$ cat src/rtl/coal_pkg.sv
package coal_pkg;

    typedef enum logic {
        GRAN_LINE = 1'b0,
        GRAN_SEG  = 1'b1
    } gran_e;

    typedef enum logic {
        ST_IDLE = 1'b0,
        ST_BUSY = 1'b1
    } state_e;

    localparam int unsigned DEF_LINE_LOG2 = 7;
    localparam int unsigned DEF_SEG_LOG2  = 5;

    // Mask that keeps the block-base bits for the selected granularity
    function automatic logic [63:0] block_mask(gran_e g, int unsigned line_log2,
                                               int unsigned seg_log2);
        return {64{1'b1}} << ((g == GRAN_SEG) ? seg_log2 : line_log2);
    endfunction

endpackage

$ cat src/rtl/coal_leader.sv
module coal_leader #(
    parameter int LANES = 32,
    localparam int IDX_W = $clog2(LANES)
) (
    input  logic [LANES-1:0] pend,
    output logic             found,
    output logic [IDX_W-1:0] idx
);
    always_comb begin
        idx = '0;
        for (int i = LANES - 1; i >= 0; i--) begin
            if (pend[i]) idx = IDX_W'(i);
        end
    end

    assign found = |pend;
endmodule

$ cat src/rtl/coal_matcher.sv
module coal_matcher
    import coal_pkg::*;
#(
    parameter int LANES     = 32,
    parameter int ADDR_W    = 32,
    parameter int LINE_LOG2 = DEF_LINE_LOG2,
    parameter int SEG_LOG2  = DEF_SEG_LOG2,
    localparam int IDX_W    = $clog2(LANES)
) (
    input  logic [LANES-1:0][ADDR_W-1:0] addr,
    input  logic [LANES-1:0]             pend,
    input  logic [IDX_W-1:0]             lead,
    input  gran_e                        gran,
    output logic [ADDR_W-1:0]            base,
    output logic [LANES-1:0]             match
);
    logic [ADDR_W-1:0] keep;

    assign keep = ADDR_W'(block_mask(gran, LINE_LOG2, SEG_LOG2));
    assign base = addr[lead] & keep;

    for (genvar g = 0; g < LANES; g++) begin : g_lane
        assign match[g] = pend[g] && ((addr[g] & keep) == base);
    end
endmodule

$ cat src/rtl/warp_coalescer.sv
module warp_coalescer
    import coal_pkg::*;
#(
    parameter int LANES     = 32,
    parameter int ADDR_W    = 32,
    parameter int LINE_LOG2 = DEF_LINE_LOG2,
    parameter int SEG_LOG2  = DEF_SEG_LOG2,
    localparam int IDX_W    = $clog2(LANES),
    localparam int CNT_W    = $clog2(LANES + 1),
    localparam int BYTES_W  = CNT_W + LINE_LOG2
) (
    input  logic                    clk,
    input  logic                    rst,
    input  logic                    req_valid,
    output logic                    req_ready,
    input  logic                    req_seg,
    input  logic [LANES-1:0]        req_active,
    input  logic [LANES*ADDR_W-1:0] req_addr,
    output logic                    txn_valid,
    input  logic                    txn_ready,
    output logic [ADDR_W-1:0]       txn_base,
    output logic [LANES-1:0]        txn_mask,
    output logic                    done,
    output logic [CNT_W-1:0]        done_count,
    output logic [BYTES_W-1:0]      done_bytes
);
    state_e                        state;
    gran_e                         gran_q;
    logic [LANES-1:0][ADDR_W-1:0]  addr_q;
    logic [LANES-1:0]              pend_q;
    logic [CNT_W-1:0]              cnt_q;

    logic                          found;
    logic [IDX_W-1:0]              lead;
    logic [LANES-1:0]              match;
    logic [ADDR_W-1:0]             base;
    logic [LANES-1:0]              pend_left;
    logic [CNT_W-1:0]              cnt_next;
    logic [BYTES_W-1:0]            bytes_next;

    coal_leader #(.LANES(LANES)) u_leader (
        .pend  (pend_q),
        .found (found),
        .idx   (lead)
    );

    coal_matcher #(
        .LANES(LANES), .ADDR_W(ADDR_W),
        .LINE_LOG2(LINE_LOG2), .SEG_LOG2(SEG_LOG2)
    ) u_match (
        .addr  (addr_q),
        .pend  (pend_q),
        .lead  (lead),
        .gran  (gran_q),
        .base  (base),
        .match (match)
    );

    assign req_ready  = (state == ST_IDLE);
    assign txn_valid  = (state == ST_BUSY) && found;
    assign txn_base   = base;
    assign txn_mask   = match;
    assign pend_left  = pend_q & ~match;
    assign cnt_next   = cnt_q + 1'b1;
    assign bytes_next = (gran_q == GRAN_SEG) ? (BYTES_W'(cnt_next) << SEG_LOG2)
                                             : (BYTES_W'(cnt_next) << LINE_LOG2);

    always_ff @(posedge clk) begin
        if (rst) begin
            state      <= ST_IDLE;
            gran_q     <= GRAN_LINE;
            addr_q     <= '0;
            pend_q     <= '0;
            cnt_q      <= '0;
            done       <= 1'b0;
            done_count <= '0;
            done_bytes <= '0;
        end else begin
            done <= 1'b0;
            case (state)
                ST_IDLE: begin
                    if (req_valid) begin
                        addr_q <= req_addr;
                        gran_q <= gran_e'(req_seg);
                        pend_q <= req_active;
                        cnt_q  <= '0;
                        if (req_active == '0) begin
                            done       <= 1'b1;
                            done_count <= '0;
                            done_bytes <= '0;
                        end else begin
                            state <= ST_BUSY;
                        end
                    end
                end
                ST_BUSY: begin
                    if (txn_valid && txn_ready) begin
                        pend_q <= pend_left;
                        cnt_q  <= cnt_next;
                        if (pend_left == '0) begin
                            state      <= ST_IDLE;
                            done       <= 1'b1;
                            done_count <= cnt_next;
                            done_bytes <= bytes_next;
                        end
                    end
                end
                default: state <= ST_IDLE;
            endcase
        end
    end
endmodule

$ cat config.mk
export PLATFORM = sky130hd
export DESIGN_NAME = warp_coalescer
export DESIGN_NICKNAME = d
export VERILOG_FILES = /design/src/rtl/coal_pkg.sv /design/src/rtl/coal_leader.sv /design/src/rtl/coal_matcher.sv /design/src/rtl/warp_coalescer.sv
export SDC_FILE = /design/constraint.sdc
export NUM_CORES = 2
export LEC_CHECK = 0
export ABC_AREA = 1
export ABC_CLOCK_PERIOD_IN_PS = 11200
export BUFFER_PORTS_ARGS = -buffer_cell sky130_fd_sc_hd__buf_2
export CORE_AREA = 2 2 452 454
export DETAILED_ROUTE_END_ITERATION = 8
export DIE_AREA = 0 0 454 456
export GPL_ROUTABILITY_DRIVEN = 0
export PLACE_DENSITY = 0.47
export SLEW_MARGIN = 5
export SYNTH_ARGS = -nofsm -noshare
export SYNTH_HDL_FRONTEND = slang
export SYNTH_SLANG_ARGS = --single-unit
$ cat constraint.sdc
create_clock -name clk -period 11.2 [get_ports clk]
set_input_delay 1.12 -clock clk [delete_from_list [all_inputs] [get_ports clk]]
set_output_delay 1.12 -clock clk [all_outputs]
set_load 0.1 [all_outputs]
==> key figures <==
GRT
  • Pin count of the biggest net entering global routing: a little over 200
  • Global-route wire length before repair: 492 mm
  • Remaining Overflow, GRT: 0
  • Vias in the first global route: 62,200
  • GR Util All Layers: 33.4%
  • Initial antenna violation count: 238

Power and ir drop
  • LEAKAGE: 30.0 nW
  • Net Switching: 0.00846 W
  • P per Cell Area: 247 nW/um2
  • Int Power: 0.00815 W
  • Final Total Pwr: 0.0166 W
  • Comb pwr share: 51.4%
  • Max rail drop VDD: around 0.14 mV
  • Clock network power share: 25.4%
  • Sw Ratio: 51.0%
  • Seq pwr share: 23.2%

Synth
  • Post-Syn Area: 56,000 um2
  • Seq cells post-synth: between 900 and 1,000
  • Synth top cells by count: 2,207 x nand2_1, 1,509 x nand3_1, 1,206 x nor2_1, 928 x o21ai_0, 919 x dfxtp_1
  • Synth area leaders: dfxtp_1 33%, nand2_1 15%, nand3_1 13%, o21ai_0 8.3%, nor2_1 8.1%
  • Synth top area share: 32.9%
  • Register area share after synthesis: 32.9%
  • Cells after synthesis: between 9,000 and 10,000
  • Ys flop type: dfxtp_1
  • Synth async-reset ratio: 0%
  • Top-count cell post-synth: nand2_1
  • Syn avg cell area: 6.07 um2
  • Syn. warnings: 0
  • Post-synth EDFFs: 0
  • Yosys cell types: 39
  • Post-synth top area cell: dfxtp_1

Drt
  • Via Count: 68,600
  • First-pass DRT Iterations: 7
  • Post-route ant nets: 0
  • Vias per inst: 5.39
  • Avg WL per Cell: between 20 and 30 um
  • DRC viols: 0
  • Number of DRC markers in iteration 0: 8,913
  • Final wirelength: roughly 360 mm

STA
  • Final worst path period share: around nine tenths
  • Rel. slew slack: 20.5%
  • Setup TNS: 0 ns
  • Fin Clk Skew: roughly 0.040 ns
  • Hold Vio Cnt, Final: 0
  • Setup violators final: 0
  • Slew @ Worst Pin: 1.18 ns
  • Slew Viols, Final: 0
  • Unrepaired setup endpoints after global routing: false
  • Period minus WS final: 10.05 ns
  • Peak Freq: 99.5 MHz
  • Worst Setup Slack, final: 1.15 ns

Floorplan
  • # rows: 165
  • Die height: 456 um
  • Die area: 207,000 um2
  • Die width: 454 um
  • Core ar.: 202,000 um2
  • Initial Util: between 20% and 30%
  • I/O pins: roughly 1,100

Critical path
  • Worst path top cell family by delay: simple AND/OR/NAND/NOR gates
  • Critical Path Source Type: flip-flop
  • Worst Path Buf+Inv: 5
  • Critical Path Sink Type: primary output
  • Worst path most repeated cell: nand2_1
  • Critical Path RT: 10.08 ns
  • Crit path DAT: 8.93 ns
  • CP max FO: 68
  • Slowest cell delay on critical path: 0.67 ns
  • Slowest cell on crit path: nand2_1
  • Kind of critical path: flip-flop to primary output

Final layout
  • Final Net Count: 10,800
  • Layout cells sized above 1: 14.1%
  • Area delta synth->final: 20.2%

Clock tree
  • Root Driver: clkbuf_16
  • Hold-fix buffers, CTS: 0
  • Clock Latency Late Sink: 0.82 ns
  • H-tree Lvls: 3
  • Worst-path clk slew: ~0.070 ns
  • PostCTS Resize Cnt: 0
  • Post-CTS Repair Setup Buffers: 0
  • TritonCTS Buffers: 117
  • CTS tree: built
  • Clock sinks: a little over 900
  • Clk buf depth: 3

Placed design
  • IO buf count: 976
  • Dpl hpwl: 277 mm
  • Placement Setup Slack: 2.25 ns

Outcome
  • Status: finished, final reports clean

Flow run
  • Max cap viols: 0

Min path
  • Type of the tightest min-delay check: flip-flop to flip-flop
-- cells by family (layout without fill, tap and decap cells) --
group           Yosys count  after routing  share of synthesized area [%]
simple gates           5215           5215                           40.2
compound gates         1509           1509                           13.6
buf+inv                1371           2025                           10.1
flops                   919            919                           32.9
xor+xnor                204            204                           3.19
fa+ha+maj                 1              1                         0.0224
other cells               1            175                        0.00670
-- placed cells by master (no fill, tap or decap), types with 119 or more instances in the layout --
cell type,n
nand3b_1,167
o21ai_0,928
nand3_1,1508
nand2_1,2203
xor2_1,119
dfxtp_1,917
nor2_1,1203
buf_4,142
a21oi_1,540
diode_2,165
inv_1,653
buf_2,971
-- worst paths after layout --
path                             from                         end  slack (ns)  cells after the start
max           pend_q[30]$_SDFFE_PP0P_                txn_mask[16]        1.15                     49
min reg2reg  addr_q[936]$_SDFFE_PP0P_    addr_q[936]$_SDFFE_PP0P_        0.49                      2
max reg2reg   pend_q[30]$_SDFFE_PP0P_  done_count[1]$_SDFFE_PP0P_        2.23                     55
min          addr_q[936]$_SDFFE_PP0P_    addr_q[936]$_SDFFE_PP0P_        0.49                      2
-- stage by stage --
| step | utilization (%) | std cells | area (um2) | hold slack (ns) |
|---|---|---|---|---|
| 4_1_cts | 33.2 | 12600 | 66900 | 0.484 |
| 3_3_place_gp | 31.1 | 12300 | 62800 | 0.462 |
| 5_1_grt | 33.3 | 12700 | 67200 | 0.501 |
| 3_5_place_dp | 31.1 | 12300 | 62800 | 0.476 |
| 6_report | 33.4 | 12700 | 67300 | 0.485 |
| 2_1_floorplan | - | 9229 | 56000 | 0.453 |
-- state kept, by name (all words and copies together) (netlist names) --
signal,cells
addr_q,864
cnt_q,6
done,1
done_bytes,8
done_count,6
gran_q,1
pend_q,32
state,1
-- worst register-to-register path: cells and delay by family (launching register included) --
kind                   cells  cell delay, ns
and+or+nand+nor           49            6.22
buffers and inverters      5            1.97
DFF                        1            0.39
AOI/OAI and AO/OA          1            0.28
-- final cells by class --
type                            count  area [um2]
Clock buffer                      162        3350
Antenna cell                      165         413
Inverter                          670        2550
Tap cell                         2672        3340
Fill cell                       22500      134000
Multi-Input combinational cell   6939       32000
Clock inverter                     55         777
Sequential cell                   919       18400
Timing Repair Buffer             1138        6430
-- per-layer routing --
metal	vias up	wire length (um)	GRT usage [%]
li1	31300	-	-
met1	32500	147000	43.5
met2	3857	149000	47.3
met3	825	36800	8.08
met4	72	29700	25.2
met5	-	475	0
-- power groups by stage --
stage	sequential (W)	clock (W)	combinational, W
2_1_floorplan	0.00378	0	0.00508
3_3_place_gp	0.00390	0	0.00826
3_5_place_dp	0.00391	0	0.00827
4_1_cts	0.00384	0.00427	0.00829
5_1_grt	0.00387	0.00438	0.00902
6_report	0.00385	0.00422	0.00854
No activity file was read; power rests on OpenSTA's default activity.
